$ cat src/rtl/fpm_pkg.sv
package fpm_pkg;
    typedef enum logic [2:0] {
        S_IDLE,
        S_ROW,
        S_COL,
        S_CAS,
        S_PRE,
        S_REF
    } fpm_state_e;

    typedef enum logic [1:0] {
        AP_IDLE,
        AP_ROW,
        AP_REF
    } fpm_after_e;
endpackage

$ cat src/rtl/fpm_refresh_timer.sv
module fpm_refresh_timer #(
    parameter int INTERVAL = 520,
    parameter int ROW_W    = 10
) (
    input  logic             clk,
    input  logic             rst_n,
    input  logic             ack,
    output logic             pend,
    output logic [ROW_W-1:0] row
);
    localparam int CW = $clog2(INTERVAL + 1);

    typedef struct packed {
        logic [CW-1:0]    cnt;
        logic             pend;
        logic [ROW_W-1:0] row;
    } tmr_t;

    tmr_t q, d;

    always_comb begin
        d = q;
        if (q.cnt == CW'(INTERVAL - 1)) begin
            d.cnt  = '0;
            d.pend = 1'b1;
        end else begin
            d.cnt = q.cnt + 1'b1;
        end
        if (ack) begin
            d.pend = 1'b0;
            d.row  = q.row + 1'b1;
        end
    end

    always_ff @(posedge clk) begin
        if (!rst_n) q <= '0;
        else        q <= d;
    end

    assign pend = q.pend;
    assign row  = q.row;
endmodule

$ cat src/rtl/fpm_seq.sv
module fpm_seq
    import fpm_pkg::*;
#(
    parameter int AW    = 10,
    parameter int DW    = 16,
    parameter int T_RCD = 1,
    parameter int T_CAS = 1,
    parameter int T_RP  = 2,
    parameter int T_RAS = 2
) (
    input  logic          clk,
    input  logic          rst_n,
    input  logic          req_valid,
    output logic          req_ready,
    input  logic          req_write,
    input  logic          req_burst,
    input  logic [AW-1:0] req_row,
    input  logic [AW-1:0] req_col,
    input  logic [DW-1:0] req_wdata,
    output logic          rd_valid,
    output logic [DW-1:0] rd_data,
    input  logic          ref_pend,
    input  logic [AW-1:0] ref_row,
    output logic          ref_ack,
    output logic          ras_n,
    output logic          cas_n,
    output logic          we_n,
    output logic          oe_n,
    output logic [AW-1:0] dram_addr,
    output logic [DW-1:0] dram_dq_o,
    output logic          dram_dq_oe,
    input  logic [DW-1:0] dram_dq_i
);
    localparam int TM1   = (T_RCD > T_CAS) ? T_RCD : T_CAS;
    localparam int TM2   = (T_RP > T_RAS) ? T_RP : T_RAS;
    localparam int TMAX  = (TM1 > TM2) ? TM1 : TM2;
    localparam int CNT_W = $clog2(TMAX + 1);

    typedef struct packed {
        fpm_state_e     st;
        fpm_after_e     ap;
        logic [CNT_W-1:0] cnt;
        logic           open;
        logic [AW-1:0]  orow;
        logic [AW-1:0]  col;
        logic           wr;
        logic [DW-1:0]  wdata;
        logic [1:0]     left;
        logic           ras_n;
        logic           cas_n;
        logic           we_n;
        logic           oe_n;
        logic [AW-1:0]  addr;
        logic           rdv;
        logic [DW-1:0]  rdata;
        logic           ack;
    } seq_t;

    seq_t q, d;

    assign req_ready = (q.st == S_IDLE) && !ref_pend;

    always_comb begin
        d     = q;
        d.rdv = 1'b0;
        d.ack = 1'b0;
        case (q.st)
            S_IDLE: begin
                if (ref_pend) begin
                    if (q.open) begin
                        d.ras_n = 1'b1;
                        d.open  = 1'b0;
                        d.st    = S_PRE;
                        d.ap    = AP_REF;
                        d.cnt   = CNT_W'(T_RP - 1);
                    end else begin
                        d.st    = S_REF;
                        d.ras_n = 1'b0;
                        d.addr  = ref_row;
                        d.cnt   = CNT_W'(T_RAS - 1);
                        d.ack   = 1'b1;
                    end
                end else if (req_valid) begin
                    d.wr    = req_write;
                    d.wdata = req_wdata;
                    d.col   = req_col;
                    d.left  = (req_burst && !req_write) ? 2'd3 : 2'd0;
                    d.orow  = req_row;
                    if (q.open && q.orow == req_row) begin
                        d.st   = S_COL;
                        d.addr = req_col;
                        d.we_n = !req_write;
                        d.oe_n = req_write;
                    end else if (q.open) begin
                        d.ras_n = 1'b1;
                        d.open  = 1'b0;
                        d.st    = S_PRE;
                        d.ap    = AP_ROW;
                        d.cnt   = CNT_W'(T_RP - 1);
                    end else begin
                        d.st    = S_ROW;
                        d.ras_n = 1'b0;
                        d.open  = 1'b1;
                        d.addr  = req_row;
                        d.cnt   = CNT_W'(T_RCD - 1);
                    end
                end
            end
            S_ROW: begin
                if (q.cnt != '0) begin
                    d.cnt = q.cnt - 1'b1;
                end else begin
                    d.st   = S_COL;
                    d.addr = q.col;
                    d.we_n = !q.wr;
                    d.oe_n = q.wr;
                end
            end
            S_COL: begin
                d.st    = S_CAS;
                d.cas_n = 1'b0;
                d.cnt   = CNT_W'(T_CAS - 1);
            end
            S_CAS: begin
                if (q.cnt != '0) begin
                    d.cnt = q.cnt - 1'b1;
                end else begin
                    d.cas_n = 1'b1;
                    d.rdv   = !q.wr;
                    d.rdata = dram_dq_i;
                    if (q.left != 2'd0) begin
                        d.left = q.left - 1'b1;
                        d.col  = {q.col[AW-1:2], q.col[1:0] + 2'd1};
                        d.addr = d.col;
                        d.st   = S_COL;
                    end else begin
                        d.st   = S_IDLE;
                        d.we_n = 1'b1;
                        d.oe_n = 1'b1;
                    end
                end
            end
            S_PRE: begin
                if (q.cnt != '0) begin
                    d.cnt = q.cnt - 1'b1;
                end else begin
                    case (q.ap)
                        AP_ROW: begin
                            d.st    = S_ROW;
                            d.ras_n = 1'b0;
                            d.open  = 1'b1;
                            d.addr  = q.orow;
                            d.cnt   = CNT_W'(T_RCD - 1);
                        end
                        AP_REF: begin
                            d.st    = S_REF;
                            d.ras_n = 1'b0;
                            d.addr  = ref_row;
                            d.cnt   = CNT_W'(T_RAS - 1);
                            d.ack   = 1'b1;
                        end
                        default: d.st = S_IDLE;
                    endcase
                end
            end
            S_REF: begin
                if (q.cnt != '0) begin
                    d.cnt = q.cnt - 1'b1;
                end else begin
                    d.ras_n = 1'b1;
                    d.st    = S_PRE;
                    d.ap    = AP_IDLE;
                    d.cnt   = CNT_W'(T_RP - 1);
                end
            end
            default: d.st = S_IDLE;
        endcase
    end

    always_ff @(posedge clk) begin
        if (!rst_n) begin
            q       <= '0;
            q.st    <= S_IDLE;
            q.ap    <= AP_IDLE;
            q.ras_n <= 1'b1;
            q.cas_n <= 1'b1;
            q.we_n  <= 1'b1;
            q.oe_n  <= 1'b1;
        end else begin
            q <= d;
        end
    end

    assign rd_valid   = q.rdv;
    assign rd_data    = q.rdata;
    assign ref_ack    = q.ack;
    assign ras_n      = q.ras_n;
    assign cas_n      = q.cas_n;
    assign we_n       = q.we_n;
    assign oe_n       = q.oe_n;
    assign dram_addr  = q.addr;
    assign dram_dq_o  = q.wdata;
    assign dram_dq_oe = !q.we_n;
endmodule

$ cat src/rtl/fpm_dram_ctrl.sv
module fpm_dram_ctrl #(
    parameter int AW           = 10,
    parameter int DW           = 16,
    parameter int T_RCD        = 1,
    parameter int T_CAS        = 1,
    parameter int T_RP         = 2,
    parameter int T_RAS        = 2,
    parameter int REF_INTERVAL = 520
) (
    input  logic            clk,
    input  logic            rst_n,
    input  logic            req_valid,
    output logic            req_ready,
    input  logic            req_write,
    input  logic            req_burst,
    input  logic [2*AW-1:0] req_addr,
    input  logic [DW-1:0]   req_wdata,
    output logic            rd_valid,
    output logic [DW-1:0]   rd_data,
    output logic            ras_n,
    output logic            cas_n,
    output logic            we_n,
    output logic            oe_n,
    output logic [AW-1:0]   dram_addr,
    output logic [DW-1:0]   dram_dq_o,
    output logic            dram_dq_oe,
    input  logic [DW-1:0]   dram_dq_i
);
    logic          ref_pend;
    logic          ref_ack;
    logic [AW-1:0] ref_row;

    fpm_refresh_timer #(
        .INTERVAL (REF_INTERVAL),
        .ROW_W    (AW)
    ) tmr_i (
        .clk  (clk),
        .rst_n(rst_n),
        .ack  (ref_ack),
        .pend (ref_pend),
        .row  (ref_row)
    );

    fpm_seq #(
        .AW   (AW),
        .DW   (DW),
        .T_RCD(T_RCD),
        .T_CAS(T_CAS),
        .T_RP (T_RP),
        .T_RAS(T_RAS)
    ) seq_i (
        .clk       (clk),
        .rst_n     (rst_n),
        .req_valid (req_valid),
        .req_ready (req_ready),
        .req_write (req_write),
        .req_burst (req_burst),
        .req_row   (req_addr[2*AW-1:AW]),
        .req_col   (req_addr[AW-1:0]),
        .req_wdata (req_wdata),
        .rd_valid  (rd_valid),
        .rd_data   (rd_data),
        .ref_pend  (ref_pend),
        .ref_row   (ref_row),
        .ref_ack   (ref_ack),
        .ras_n     (ras_n),
        .cas_n     (cas_n),
        .we_n      (we_n),
        .oe_n      (oe_n),
        .dram_addr (dram_addr),
        .dram_dq_o (dram_dq_o),
        .dram_dq_oe(dram_dq_oe),
        .dram_dq_i (dram_dq_i)
    );
endmodule

$ cat config.mk
export PLATFORM = sky130hd
export DESIGN_NAME = fpm_dram_ctrl
export DESIGN_NICKNAME = d
export VERILOG_FILES = /design/src/rtl/fpm_pkg.sv /design/src/rtl/fpm_refresh_timer.sv /design/src/rtl/fpm_seq.sv /design/src/rtl/fpm_dram_ctrl.sv
export SDC_FILE = /design/constraint.sdc
export NUM_CORES = 1
export LEC_CHECK = 0
export BUFFER_PORTS_ARGS = -buffer_cell sky130_fd_sc_hd__buf_2
export CAP_MARGIN = 30
export CORE_MARGIN = 2
export CORE_UTILIZATION = 50
export CTS_CLUSTER_SIZE = 8
export DETAILED_ROUTE_END_ITERATION = 16
export PLACE_DENSITY = 0.77
export REMOVE_ABC_BUFFERS = 1
export SYNTH_ARGS = -nofsm -noshare
export SYNTH_HDL_FRONTEND = slang
export SYNTH_SLANG_ARGS = --single-unit
$ cat constraint.sdc
create_clock -name clk -period 1.9 [get_ports clk]
set_clock_uncertainty 0.05 [all_clocks]
set_input_delay 0.38 -clock clk [delete_from_list [all_inputs] [get_ports clk]]
set_output_delay 0.38 -clock clk [all_outputs]
set_load 0.01 [all_outputs]
==> impl_metrics.toml <==
[run_status]
status = "finished with violations"
violations = "negative setup slack"

[synthesis]
ys_warn_count = 0
yosys.area.top_type = "dfxtp_1"
synth_edf_count = 0
synth-seq-cells = 100
synth_top_area_frac = 0.388
syn_area_per_cell_um2 = 8.14
ys_async_sr_fraction = 0
synth_cells = 634
synth_flop_cell = "dfxtp_1"
synth_area_leaders = "dfxtp_1 39%, nand2_1 8.9%, buf_4 6.1%"
ys_seq_area_frac = 0.388
synth_cell_types = 56
netlist_area_um2 = 5160

[placement]
port_buffers = 105
place.gp.congestion = 0.918
place_inst = 858
place_ws_ns = -0.366
hpwl_um = 9390

[detailed_routing]
drt-met1-wl_um = 5730
drt-total-wl_um = 13100
top_layer = "met4"
met3_length_um = 854
vias_per_cell = 5.45
met2_length_um = 6350
via_count = 4784
drtIter0Drc = 286
first_pass_iters = 5
postRouteAntennaNets = 0
wl_per_cell_um = 15.0
drcViolationCount = 0

[clock_network]
cts_root_buffer = "clkbuf_8"
clockBufferDepth = 2
h-tree-depth = 3
cts_tree = "done"
clk_pin_slew_ns = 0.10
clock_sinks = 100
cts_buffers = 9
clock_latency_ns = 0.37

[die]
row_count = 37
dieHeight_um = 106
coreArea_um2 = 10200
start_util = 0.507
die_area_um2 = 11100
die_w_um = 106
io_pins = 106

[sta]
period_minus_slack_ns = 2.16
worst_slack_ns = -0.258
drv_slew = 0
rsz0062_at_grt = "yes"
slew_headroom = 0.619
timing.fmax_ghz = 0.463
finalCritPeriodShare = 1.14
tightest_slew_ns = 0.571
hold_viol = 0
finalSetupViolations = 16

[layout]
drive_above_1_share = 0.313
finalNonFillerCells = 877
nNetsFinal = 802
syn2layout_area_growth_pct = 20.5
antenna_cells = 0

[worst_setup_path]
arrival_ns = 2.36
crit_buf_inv = 2
critPathLaunchType = "register"
critical_path_class = "reg -> reg"
worst_path_max_delay_cell = "dfxtp_2"
r2r_slack_ns = -0.26
critPathTopFamily = "simple AND/OR/NAND/NOR gates"
critPathMaxStageDelay_ns = 0.35
end_kind = "register"
critPathRequiredTime_ns = 2.10
path_cells = "xor2_2 > nor4_2 > buf_4 > nand4_1 > buf_6 > mux2_2 > o211ai_1 > a31oi_1"
crit_path_max_fanout = 4

[global_route]
antenna_found_initial = 0
grt_first_pass_wirelength_um = 21400
track_usage = 0.239
first_global_vias = 4601
overflow = 0
grt_max_degree = 44

[pwr]
clkPwrFrac = 0.240
total_power_w = 0.00498
ir_worst_vdd_v = 0.000451
power_leakage_nw = 2.68
comb_power_share = 0.283
seqPwrFrac = 0.477
switching_share = 0.325
p_per_area_nw_per_um2 = 801
p_int_w = 0.00336
switching_power_w = 0.00162

[job]
drv_cap = 0

[min_path]
hp-class = "in -> reg"
## synth_stat cells (all sizes together) (2+ instances only)
master / instances
nand2: 122
dfxtp: 100
buf: 47
a21oi: 44
o21ai: 32
clkbuf: 31
nor2: 29
a21boi: 28
nand3: 23
mux2: 21
xor2: 17
a31oi: 15
nand2b: 14
inv: 13
o211ai: 12
a22oi: 9
and3: 9
and2: 8
xnor2: 8
ha: 7
mux2i: 5
nand4: 4
nor2b: 4
nor3b: 4
or3: 4
nor3: 3
nand3b: 2
nor4: 2
o2bb2ai: 2
o31ai: 2
## kinds of logic (layout without fill, tap and decap cells)
| kind of cell | after synthesis | after routing | share of synthesized area |
|---|---|---|---|
| buf+inv | 92 | 199 | 0.0994 |
| fa+ha+maj | 7 | 7 | 0.0170 |
| xor+xnor | 25 | 25 | 0.0424 |
| mux | 26 | 26 | 0.0606 |
| simple gates | 230 | 230 | 0.202 |
| compound gates | 154 | 154 | 0.190 |
| flops | 100 | 100 | 0.388 |
## placed cells by master, fill, tap and decap left out, types with 13 or more instances in the layout
cell	count
nand2b_1	13
o21ai_1	13
mux2_2	13
xor2_1	16
buf_2	104
dfxtp_1	97
a31oi_1	15
a21boi_1	23
nand3_1	23
buf_4	60
nor2_1	25
a21oi_1	41
o21ai_0	16
nand2_1	121
## routing by layer
layer	GRT usage	vias up
li1	-	2343
met1	0.301	2253
met2	0.407	167
met3	0.0402	21
met4	0.0930	0
met5	0	-
## metrics by stage
step	setup TNS [ns]	util	hold slack (ns)	instance area, um2
floorplan	-22.83	-	0.363	4700
finish	-2.70	0.611	0.186	6220
global placement	-4.70	0.576	0.374	5870
detailed placement	-5.43	0.576	0.395	5870
global route	-4.11	0.611	0.186	6220
CTS	-1.92	0.596	0.173	6070
## state kept, by name, summed over array words and instances (netlist names)
name             cells
seq_i.cas_n          1
seq_i.dram_addr     10
seq_i.dram_dq_o     16
seq_i.oe_n           1
seq_i.q             31
seq_i.ras_n          1
seq_i.rd_data       16
seq_i.rd_valid       1
seq_i.ref_ack        1
seq_i.we_n           1
tmr_i.pend           1
tmr_i.q             10
tmr_i.row           10
## final timing paths
path                              startpoint                 end  depth (start not counted)
worst max-delay path             seq_i.q[65]  seq_i.dram_addr[9]                          8
worst max register to register   seq_i.q[65]  seq_i.dram_addr[9]                          8
worst min register to register   tmr_i.q[11]         tmr_i.q[11]                          1
worst min-delay path            req_wdata[2]  seq_i.dram_dq_o[2]                          3
## power groups by stage
stage	clock [W]	combinational [W]	sequential [W]
after floorplan	0	0.000608	0.00247
after global placement	0	0.00124	0.00241
after detailed placement	0	0.00127	0.00242
after CTS	0.00123	0.00131	0.00237
after global routing	0.00130	0.00154	0.00240
final	0.00120	0.00141	0.00238
## tightest hold or removal path, delay by kind of cell
family,cells,cell delay [ns]
compound gates,1,0.05
simple gates,1,0.04
buf+inv,1,0.09
## timing repair
action	CTS	global route
hold endpoints to repair	0	0
buffers inserted	2	3
pin swaps	1	13
hold buffers	0	0
endpoints found under the setup margin	24	25
resized for setup	9	26
## final cells by class
| cell class | count | area (um2) |
|---|---|---|
| Tap cell | 136 | 170 |
| Timing Repair Buffer | 171 | 1060 |
| Sequential cell | 100 | 2010 |
| Fill cell | 888 | 3970 |
| Clock buffer | 10 | 128 |
| Clock inverter | 4 | 28.8 |
| Multi-Input combinational cell | 442 | 2770 |
| Inverter | 14 | 52.6 |
(Power assumes the default switching activity.)
